File: src/rtl/tx_pkg.sv
package tx_pkg;

    typedef enum logic [2:0] {
        ST_IDLE,
        ST_START,
        ST_DATA,
        ST_PAR,
        ST_STOP
    } tx_state_e;

    localparam logic [1:0] STOP_SYNC = 2'b00;
    localparam logic [1:0] STOP_ONE  = 2'b01;
    localparam logic [1:0] STOP_HALF = 2'b10;
    localparam logic [1:0] STOP_TWO  = 2'b11;

    localparam int CTRL_PAR_EN  = 0;
    localparam int CTRL_PAR_EVN = 1;
    localparam int CTRL_STOP_LO = 2;
    localparam int CTRL_RATE_LO = 6;

endpackage

File: src/rtl/tx_tick_timer.sv
module tx_tick_timer #(
    parameter int W = 8
) (
    input  logic         clk,
    input  logic         rst_n,
    input  logic         tick,
    input  logic         restart,
    input  logic [W-1:0] limit,
    output logic         last
);

    typedef struct packed {
        logic [W-1:0] cnt;
    } tmr_t;

    tmr_t t_d, t_q;
    logic at_end;

    always_comb begin
        t_d    = t_q;
        at_end = (t_q.cnt == (limit - W'(1)));
        last   = tick && !restart && at_end;
        if (restart) begin
            t_d.cnt = '0;
        end else if (tick) begin
            if (at_end) t_d.cnt = '0;
            else        t_d.cnt = t_q.cnt + W'(1);
        end
    end

    always_ff @(posedge clk or negedge rst_n) begin
        if (!rst_n) t_q <= '0;
        else        t_q <= t_d;
    end

endmodule

File: src/rtl/tx_parity_gen.sv
module tx_parity_gen #(
    parameter int MAX_BITS = 8,
    parameter int LEN_W    = 2
) (
    input  logic [MAX_BITS-1:0] data,
    input  logic [LEN_W-1:0]    len_code,
    input  logic                even,
    output logic                par_bit
);

    localparam int MIN_BITS = MAX_BITS - (2 ** LEN_W) + 1;
    localparam int NB_W     = $clog2(MAX_BITS + 1);

    logic [NB_W-1:0]     nbits;
    logic [MAX_BITS-1:0] mask;

    assign nbits = NB_W'(MIN_BITS) + NB_W'(len_code);

    for (genvar g = 0; g < MAX_BITS; g++) begin : g_mask
        assign mask[g] = (NB_W'(g) < nbits);
    end

    // even sense: parity bit equals XOR of data; odd sense inverts it
    assign par_bit = (^(data & mask)) ^ ~even;

endmodule

File: src/rtl/async_tx_channel.sv
module async_tx_channel #(
    parameter int MAX_BITS = 8,
    parameter int LEN_W    = 2,
    parameter int RATE_A   = 1,
    parameter int RATE_B   = 16,
    parameter int RATE_C   = 32,
    parameter int RATE_D   = 64
) (
    input  logic                clk,
    input  logic                rst_n,
    input  logic                tick,
    input  logic [7:0]          ctrl,
    input  logic [LEN_W-1:0]    char_len,
    input  logic                wr_en,
    input  logic [MAX_BITS-1:0] wr_data,
    output logic                txd,
    output logic                busy,
    output logic                wr_overrun
);
    import tx_pkg::*;

    localparam int MIN_BITS = MAX_BITS - (2 ** LEN_W) + 1;
    localparam int CNT_W    = $clog2(MAX_BITS + 1);
    localparam int TICK_W   = $clog2(2 * RATE_D + 1);

    typedef struct packed {
        tx_state_e           st;
        logic [MAX_BITS-1:0] sh;
        logic [CNT_W-1:0]    left;
        logic                par_en;
        logic                par_bit;
        logic [1:0]          stop;
        logic [1:0]          rate;
        logic                txd;
        logic                ovr;
    } regs_t;

    regs_t r_d, r_q;

    logic              accept;
    logic              last;
    logic              restart;
    logic              new_par;
    logic [TICK_W-1:0] bit_len;
    logic [TICK_W-1:0] stop_len;
    logic [TICK_W-1:0] limit;

    function automatic logic [TICK_W-1:0] ticks_per_bit(input logic [1:0] code);
        case (code)
            2'b00:   return TICK_W'(RATE_A);
            2'b01:   return TICK_W'(RATE_B);
            2'b10:   return TICK_W'(RATE_C);
            default: return TICK_W'(RATE_D);
        endcase
    endfunction

    tx_parity_gen #(
        .MAX_BITS (MAX_BITS),
        .LEN_W    (LEN_W)
    ) u_par (
        .data     (wr_data),
        .len_code (char_len),
        .even     (ctrl[CTRL_PAR_EVN]),
        .par_bit  (new_par)
    );

    tx_tick_timer #(
        .W (TICK_W)
    ) u_tmr (
        .clk     (clk),
        .rst_n   (rst_n),
        .tick    (tick),
        .restart (restart),
        .limit   (limit),
        .last    (last)
    );

    // bit and stop period lengths for the frame in flight
    always_comb begin
        bit_len = ticks_per_bit(r_q.rate);
        case (r_q.stop)
            STOP_HALF: stop_len = (bit_len == TICK_W'(1)) ? TICK_W'(2)
                                                          : bit_len + (bit_len >> 1);
            STOP_TWO:  stop_len = bit_len << 1;
            default:   stop_len = bit_len;
        endcase
        limit   = (r_q.st == ST_STOP) ? stop_len : bit_len;
        restart = (r_q.st == ST_IDLE);
    end

    always_comb begin
        r_d    = r_q;
        accept = wr_en && (r_q.st == ST_IDLE)
                 && (ctrl[CTRL_STOP_LO +: 2] != STOP_SYNC);

        if (wr_en && (r_q.st != ST_IDLE)) r_d.ovr = 1'b1;

        case (r_q.st)
            ST_IDLE: begin
                if (accept) begin
                    r_d.st      = ST_START;
                    r_d.sh      = wr_data;
                    r_d.left    = CNT_W'(MIN_BITS) + CNT_W'(char_len);
                    r_d.par_en  = ctrl[CTRL_PAR_EN];
                    r_d.par_bit = new_par;
                    r_d.stop    = ctrl[CTRL_STOP_LO +: 2];
                    r_d.rate    = ctrl[CTRL_RATE_LO +: 2];
                end
            end
            ST_START: begin
                if (last) r_d.st = ST_DATA;
            end
            ST_DATA: begin
                if (last) begin
                    r_d.sh   = r_q.sh >> 1;
                    r_d.left = r_q.left - CNT_W'(1);
                    if (r_q.left == CNT_W'(1))
                        r_d.st = r_q.par_en ? ST_PAR : ST_STOP;
                end
            end
            ST_PAR: begin
                if (last) r_d.st = ST_STOP;
            end
            ST_STOP: begin
                if (last) r_d.st = ST_IDLE;
            end
            default: r_d.st = ST_IDLE;
        endcase

        case (r_d.st)
            ST_START: r_d.txd = 1'b0;
            ST_DATA:  r_d.txd = r_d.sh[0];
            ST_PAR:   r_d.txd = r_d.par_bit;
            default:  r_d.txd = 1'b1;
        endcase
    end

    always_ff @(posedge clk or negedge rst_n) begin
        if (!rst_n) begin
            r_q     <= '0;
            r_q.st  <= ST_IDLE;
            r_q.txd <= 1'b1;
        end else begin
            r_q <= r_d;
        end
    end

    assign txd        = r_q.txd;
    assign busy       = (r_q.st != ST_IDLE);
    assign wr_overrun = r_q.ovr;

endmodule

File: config.mk
export PLATFORM = sky130hd
export DESIGN_NAME = async_tx_channel
export DESIGN_NICKNAME = d
export VERILOG_FILES = /design/src/rtl/tx_pkg.sv /design/src/rtl/tx_tick_timer.sv /design/src/rtl/tx_parity_gen.sv /design/src/rtl/async_tx_channel.sv
export SDC_FILE = /design/constraint.sdc
export NUM_CORES = 1
export LEC_CHECK = 0
export CAP_MARGIN = 20
export CORE_MARGIN = 2
export CORE_UTILIZATION = 50
export DETAILED_ROUTE_END_ITERATION = 10
export GPL_TIMING_DRIVEN = 0
export PLACE_DENSITY = 0.72
export REMOVE_ABC_BUFFERS = 1
export SLEW_MARGIN = 40
export SYNTH_ARGS = -nofsm -noshare
export SYNTH_HDL_FRONTEND = slang
export SYNTH_HIERARCHICAL = 1
export SYNTH_SLANG_ARGS = --single-unit
File: constraint.sdc
create_clock -name clk -period 4.3 [get_ports clk]
set_input_delay 0.86 -clock clk [delete_from_list [all_inputs] [get_ports clk]]
set_output_delay 0.86 -clock clk [all_outputs]
set_load 0.005 [all_outputs]
## Word-level counts from Yosys, hierarchy flattened

Index checks and enable logic that the tools add are counted.

- Memories kept: 0
- Bits in latches: 0
- Input port bits: 22
- Output and inout port bits: 3
- Memory bits (read-only): 0
- RAM bits: 0
- Register bits after elaboration: 31
- Word-level logic and storage cells: 76

- Equal/unequal tests: 16
- Reduce and logical (&&, ||, !) cells: 15
- Bitwise gates (word level): 3
- Divide/modulo/power cells: 0
- Add/subtract/negate cells: 5
- Muxes and demuxes: 18
- Multipliers: 0
- Shift-type cells: 0
- Magnitude comparators: 8

Operators by type and width:

| kind | number |
|---|---|
| 8-bit 2-to-1 mux | 5 |
| 12-bit case mux with 2 select lines | 1 |
| 21-bit 2-to-1 mux | 1 |
| 7-bit case mux with 3 select lines | 1 |
| 3-bit by 4-bit less-than comparator with 1-bit output (first input constant) | 4 |
| 8-bit case mux with 2 select lines | 1 |
| 15-bit 2-to-1 mux | 1 |
| 3-bit 2-to-1 mux | 5 |
| 3-bit case mux with 5 select lines | 1 |
| 3-bit by 2-bit == test with 1-bit output (second input constant) | 4 |
| 8-bit by 1-bit adder with 8-bit output (second input constant) | 1 |
| 8-bit by 7-bit adder with 8-bit output | 1 |
| 8-bit AND | 1 |
| 8-bit by 1-bit == test with 1-bit output (second input constant) | 1 |
| 8-bit == test | 1 |
| 1-bit by 4-bit less-than comparator with 1-bit output (first input constant) | 2 |
| 2-bit by 4-bit less-than comparator with 1-bit output (first input constant) | 2 |
| 8-bit parity | 1 |
| 8-bit by 1-bit subtractor with 8-bit output (second input constant) | 1 |
| 2-bit == test (second input constant) | 3 |
| 3-bit by 1-bit == test with 1-bit output (second input constant) | 2 |
| 2-bit nonzero test | 3 |
| 1-bit logical AND | 5 |
| 5-bit 2-to-1 mux | 1 |
| other kinds (15) | 16 |

## Depth between registers and ports, before layout

Gate-level depths: netlist of run 1.

- Word-level depth: 13
- Mapped depth: 17
- Gate-level depth less buffers: 16

## Hierarchy

The synthesis of run 1 kept the hierarchy.

Modules (own cells, without submodules):

| module | cells an instance | times used | area each (um^2) |
|---|---|---|---|
| async_tx_channel | 141 | 1 | 1,312.5 |
| tx_tick_timer | 87 | 1 | 730.7 |
| tx_parity_gen | 10 | 1 | 92.6 |

## Worst setup path after synthesis of run 1

OpenSTA, ideal clock, no wires.

- Path kind: register to register
- Start point: register r_q[2] in the netlist's numbering
- End point: register r_q[9] in the netlist's numbering
- Data required time: 4.174 ns
- Setup slack: 0.468 ns
- Data arrival time: 3.706 ns
- Clock period less this slack: 3.832 ns
- Cell stages (with the launch flop): 16
- Cells stage by stage: dfrtp_1 inv_1 ha_1 ha_1 and3b_1 a31oi_1 o21ai_0 or4_1 a211o_1 a211oi_4 and3b_1 nand4bb_1 clkbuf_1 o21a_1 buf_2 a221o_1

- Longest elaborated chain between the ends: 11
- Elaborated cells on any way between the ends: 14
- Those cells by class: 2 x add/sub; 5 x eq/ne; 4 x mux; 3 x reduce/logical

RTL lines:

| what | RTL line | text |
|---|---|---|
| start, declared | async_tx_channel.sv:38 | `regs_t r_d, r_q;` |
| start signal, assigned | async_tx_channel.sv:144 | `r_q <= r_d;` |
| 2-bit == test, or another cell as far along | async_tx_channel.sv:49 | `case (code)` |
| 7-bit case mux with 3 select lines (*) | async_tx_channel.sv:49 |  |
| 8-bit by 7-bit adder with 8-bit output or 8-bit by 1-bit == test with 1-bit output (tied branches) | async_tx_channel.sv:83, async_tx_channel.sv:82 |  |
| 8-bit 2-to-1 mux | async_tx_channel.sv:82 | `STOP_HALF: stop_len = (bit_len == TICK_W'(1)) ? TICK_W'(2)` |
| 8-bit case mux with 2 select lines | async_tx_channel.sv:81 | `case (r_q.stop)` |
| 8-bit 2-to-1 mux (*) | async_tx_channel.sv:87 | `limit = (r_q.st == ST_STOP) ? stop_len : bit_len;` |
| net limit[5] | async_tx_channel.sv:46 | `logic [TICK_W-1:0] limit;` |
| 8-bit by 1-bit subtractor with 8-bit output (*) | tx_tick_timer.sv:21 | `at_end = (t_q.cnt == (limit - W'(1)));` |
| 8-bit == test (*) | tx_tick_timer.sv:21 |  |
| 1-bit logical AND (*) | tx_tick_timer.sv:22 | `last = tick && !restart && at_end;` |
| net last | async_tx_channel.sv:41 | `logic last;` |
| 2-bit inequality test (no line) (*) | n/a |  |
| 3-bit AND reduction (no line) (*) | n/a |  |

The timed path passes the listed nets; every way through them passes the cells marked *.
A chain may end at the register's enable or synchronous reset.

==> out/summary.txt, run 1 <==
Finished Layout Cells -> 315
worst vdd ir -> 0.2809 mV
Seq pwr share -> 36.4%
Clock Tree Root -> clkbuf_8
commonest cells after routing, fill and taps aside -> nand2_1, dfrtp_1, clkdlybuf4s50_1
met3 WL post-DR -> 90 um
Syn Area/Cell -> 8.974 um2
nets -> 297
R2R depth -> 15
CP startpoint -> r_q[20]
Syn Inst Count -> 238
Clock power frac -> 21.2%
Period minus WS final -> 4029 ps
Core Util, Final -> 63.00%
Syn Std Cell Area -> 0.002136 mm2
Critical Path Fanout Max -> 11
total CTS buffers -> 5
endpoints failing setup -> 0
Area Growth Syn to Fin -> 19.68%
Yosys Warn Count -> 6
share of cells above drive strength 1 -> 7.925%
HPWL after detailed placement -> 3179 um
vias -> 1744
outcome -> complete, no violations
FMAX -> 248.2 MHz
Pre-antenna DRT Iters -> 4
Hold WS -> 455.5 ps
Pins Over Slew Limit -> 0
Final Hold Viols -> 0
grt ovf -> 0
# DRC -> 0
commonest non-fill, non-tap cell in the layout -> nand2_1
largest net degree at the start of global routing -> 24
Max-Cap Viols -> 0
WL met2 -> 2061 um
die area -> 0.004810 mm2
Data arrival, critical path -> 4230 ps
Net Sw Frac -> 37.03%
Leak Pwr -> 1.136 nW
Fillers -> 354
num ports -> 25
drt via density -> 5.537
Worst Setup End Kind -> register
Clk pin slew, worst setup/hold paths -> 60 ps
initial drt markers -> 53
Reg-to-Reg Start -> r_q[20]
DR WL/cell -> 13.59 um
Post-Place Worst Slack -> -298.9 ps
Pwr Density -> 538.6 mW/mm2
vias in the first global route -> 1676
Comb power frac -> 42.3%
Die Width -> 69.36 um
Hold Buf Count CTS -> 0
CTS tree -> built
Port Buf Inserts -> 22
Clock Latency Late Sink -> 280 ps
Slowest-stage cell, CP -> or4_1
die height -> 69.36 um
crit-path cells -> nor2_1 -> and3_1 -> nor2_1 -> inv_1 -> ha_1 -> or3b_1 -> or4_1 -> a211o_1 -> a211oi_4 -> and3b_2 -> nand4bb_4 -> o21a_4 -> a221o_1 -> nor2_1 -> mux2i_1
Yosys reg bits -> 31
total track usage -> 19.07%
post-route clock period utilization -> 93.69%
Starting Density -> 52.64%
Switch Pwr -> 0.5098 mW
post-route ant nets -> 0
clock sink total -> 31
Post-synth EDFFs -> 0
standard-cell rows -> 23
max incr delay on CP -> 470 ps
Min-Delay Path Class -> primary input to asynchronous set/reset pin
routed length on met1 -> 2048 um
initial antenna violation count -> 0
placed cells -> 306
Max Root-Sink Buffers -> 2
H-Tree Depth -> 2
crit start category -> register
async set-reset flop share out of synthesis -> 100.0%
CP most frequent cell -> nor2_1
reg2reg setup slack -> 270 ps
worst-margin pin slew -> 702.0 ps
PnR worst setup slack -> 271.1 ps
CP required -> 4500 ps
predominant post-synthesis flop cell -> dfrtp_1
cell-internal power -> 0.8669 mW
first-pass GRT wire length -> 7472 um
Worst R2R End -> txd
uppermost layer routed -> met4
gpl congestion -> 0.8257
ant diodes -> 0
wirelength, routed -> 4280 um
area of the core -> 0.004058 mm2
Slew HR -> 53.06%
kind of critical path -> register to register
Netlist cell types -> 58
clock skew -> 5.957 ps
Seq/Total Area, Yosys -> 36.38%
[repair_timing]
item,in CTS,in global routing
resized for setup,2,5
buffers inserted,1,0
endpoints found under the setup margin,8,8
endpoints found under the hold margin,0,0
pin swaps,1,0
[how the worst max path moves through the flow]
stage	endpoint	slack [ps]	cells past startpoint
floorplan	txd	360	15
detailed placement	txd	-300	15
global placement	txd	-240	15
global route	txd	-20	15
finish	txd	270	15
CTS	txd	10	15
[area by class of cell]
cell class	count	area, um2	share of cell area [%]
inverters	12	45.04	1.762
multi-input cells	190	1304	51.00
well taps	50	62.56	2.447
clock inverters	2	35.03	1.371
repair buffers	24	250.2	9.790
flip-flops and latches	31	777.0	30.40
clock buffers	6	82.58	3.231
[Yosys cell counts (2+ instances only)]
cell type / count / area, um2
or3_1: 2 / 12.51
o21ai_1: 3 / 15.01
mux2i_1: 6 / 60.06
xor2_1: 3 / 26.28
a2111oi_0: 6 / 52.55
nand3_1: 6 / 30.03
o22ai_1: 2 / 12.51
and2_1: 3 / 18.77
inv_1: 12 / 45.04
o21ai_0: 12 / 60.06
a211o_1: 2 / 17.52
or2_2: 2 / 12.51
xnor2_1: 10 / 87.58
nand3b_1: 4 / 30.03
clkbuf_1: 5 / 18.77
nand2b_1: 2 / 12.51
nor4b_1: 2 / 17.52
buf_2: 2 / 10.01
a221o_1: 2 / 20.02
a21o_1: 2 / 15.01
a21oi_1: 5 / 25.02
or2_1: 2 / 12.51
nor3_1: 3 / 15.01
a22oi_1: 6 / 45.04
and3b_1: 4 / 35.03
nand2_1: 35 / 131.4
dfrtp_1: 30 / 750.7
buf_6: 2 / 22.52
nor2_1: 16 / 60.06
ha_1: 11 / 137.6
o32ai_1: 2 / 17.52
and3_1: 8 / 50.05
[power groups by stage]
stage               clock network, mW  logic, mW  registers, mW
global route                    0.318      0.663          0.520
finish                          0.292      0.583          0.501
detailed placement                  0      0.569          0.504
CTS                             0.300      0.578          0.499
global placement                    0      0.553          0.500
floorplan                           0      0.438          0.478
[sequential cells by signal, summed over array words and instances, names as in the netlist]
register / cells
r_q: 21
u_tmr/t_q: 8
txd: 1
wr_overrun: 1
[layer usage]
layer | up-vias | GRT usage, %
met5 | - | 0
met4 | 0 | 8.715
met3 | 8 | 3.052
met2 | 17 | 30.13
met1 | 829 | 25.72
li1 | 890 | -
[logic make-up after synthesis]
group	count (synthesis)	share of synthesized area (%)
DFF	31	36.38
and+or+nand+nor	97	23.79
AOI/OAI and AO/OA	54	18.45
other	1	0.1756
xor gates and xnor gates	14	6.385
buffers and inverters	23	5.038
adders and majority gates	11	6.444
muxes	7	3.339
[critical path, delay by kind of cell, from the launching register on]
kind,cells,cell delay (ps)
mux,1,70
flops,1,450
simple gates,8,2020
buf+inv,1,70
fa+ha+maj,1,220
compound gates,4,1130
[stage by stage]
| step | instance area, um2 | TNS (ps) | total power, mW |
|---|---|---|---|
| after floorplan | 2096 | 0 | 0.9163 |
| after global placement | 2379 | -525.0 | 1.052 |
| after detailed placement | 2401 | -851.2 | 1.073 |
| after CTS | 2532 | 0 | 1.378 |
| after global routing | 2556 | -21.46 | 1.502 |
| final | 2556 | 0 | 1.377 |
No activity file was read; power rests on OpenSTA's default activity.
==> run 2: changes to the inputs <==
Settings changed: ABC_AREA set to 0.
==> results of run 2 <==
The final DEF is identical to that of run 1; final timing and power are the same.
==> run 3: changes to the inputs <==
==> constraint.sdc (replaced) <==
create_clock -name clk -period 4.3 [get_ports clk]
set_input_delay 0.645 -clock clk [delete_from_list [all_inputs] [get_ports clk]]
set_output_delay 0.645 -clock clk [all_outputs]
set_load 0.005 [all_outputs]
==> results of run 3 <==
Same layout as run 1 (identical final DEF). Status: complete, no violations.
Main changes from that run: hold slack 455.5 ps -> 240.5 ps
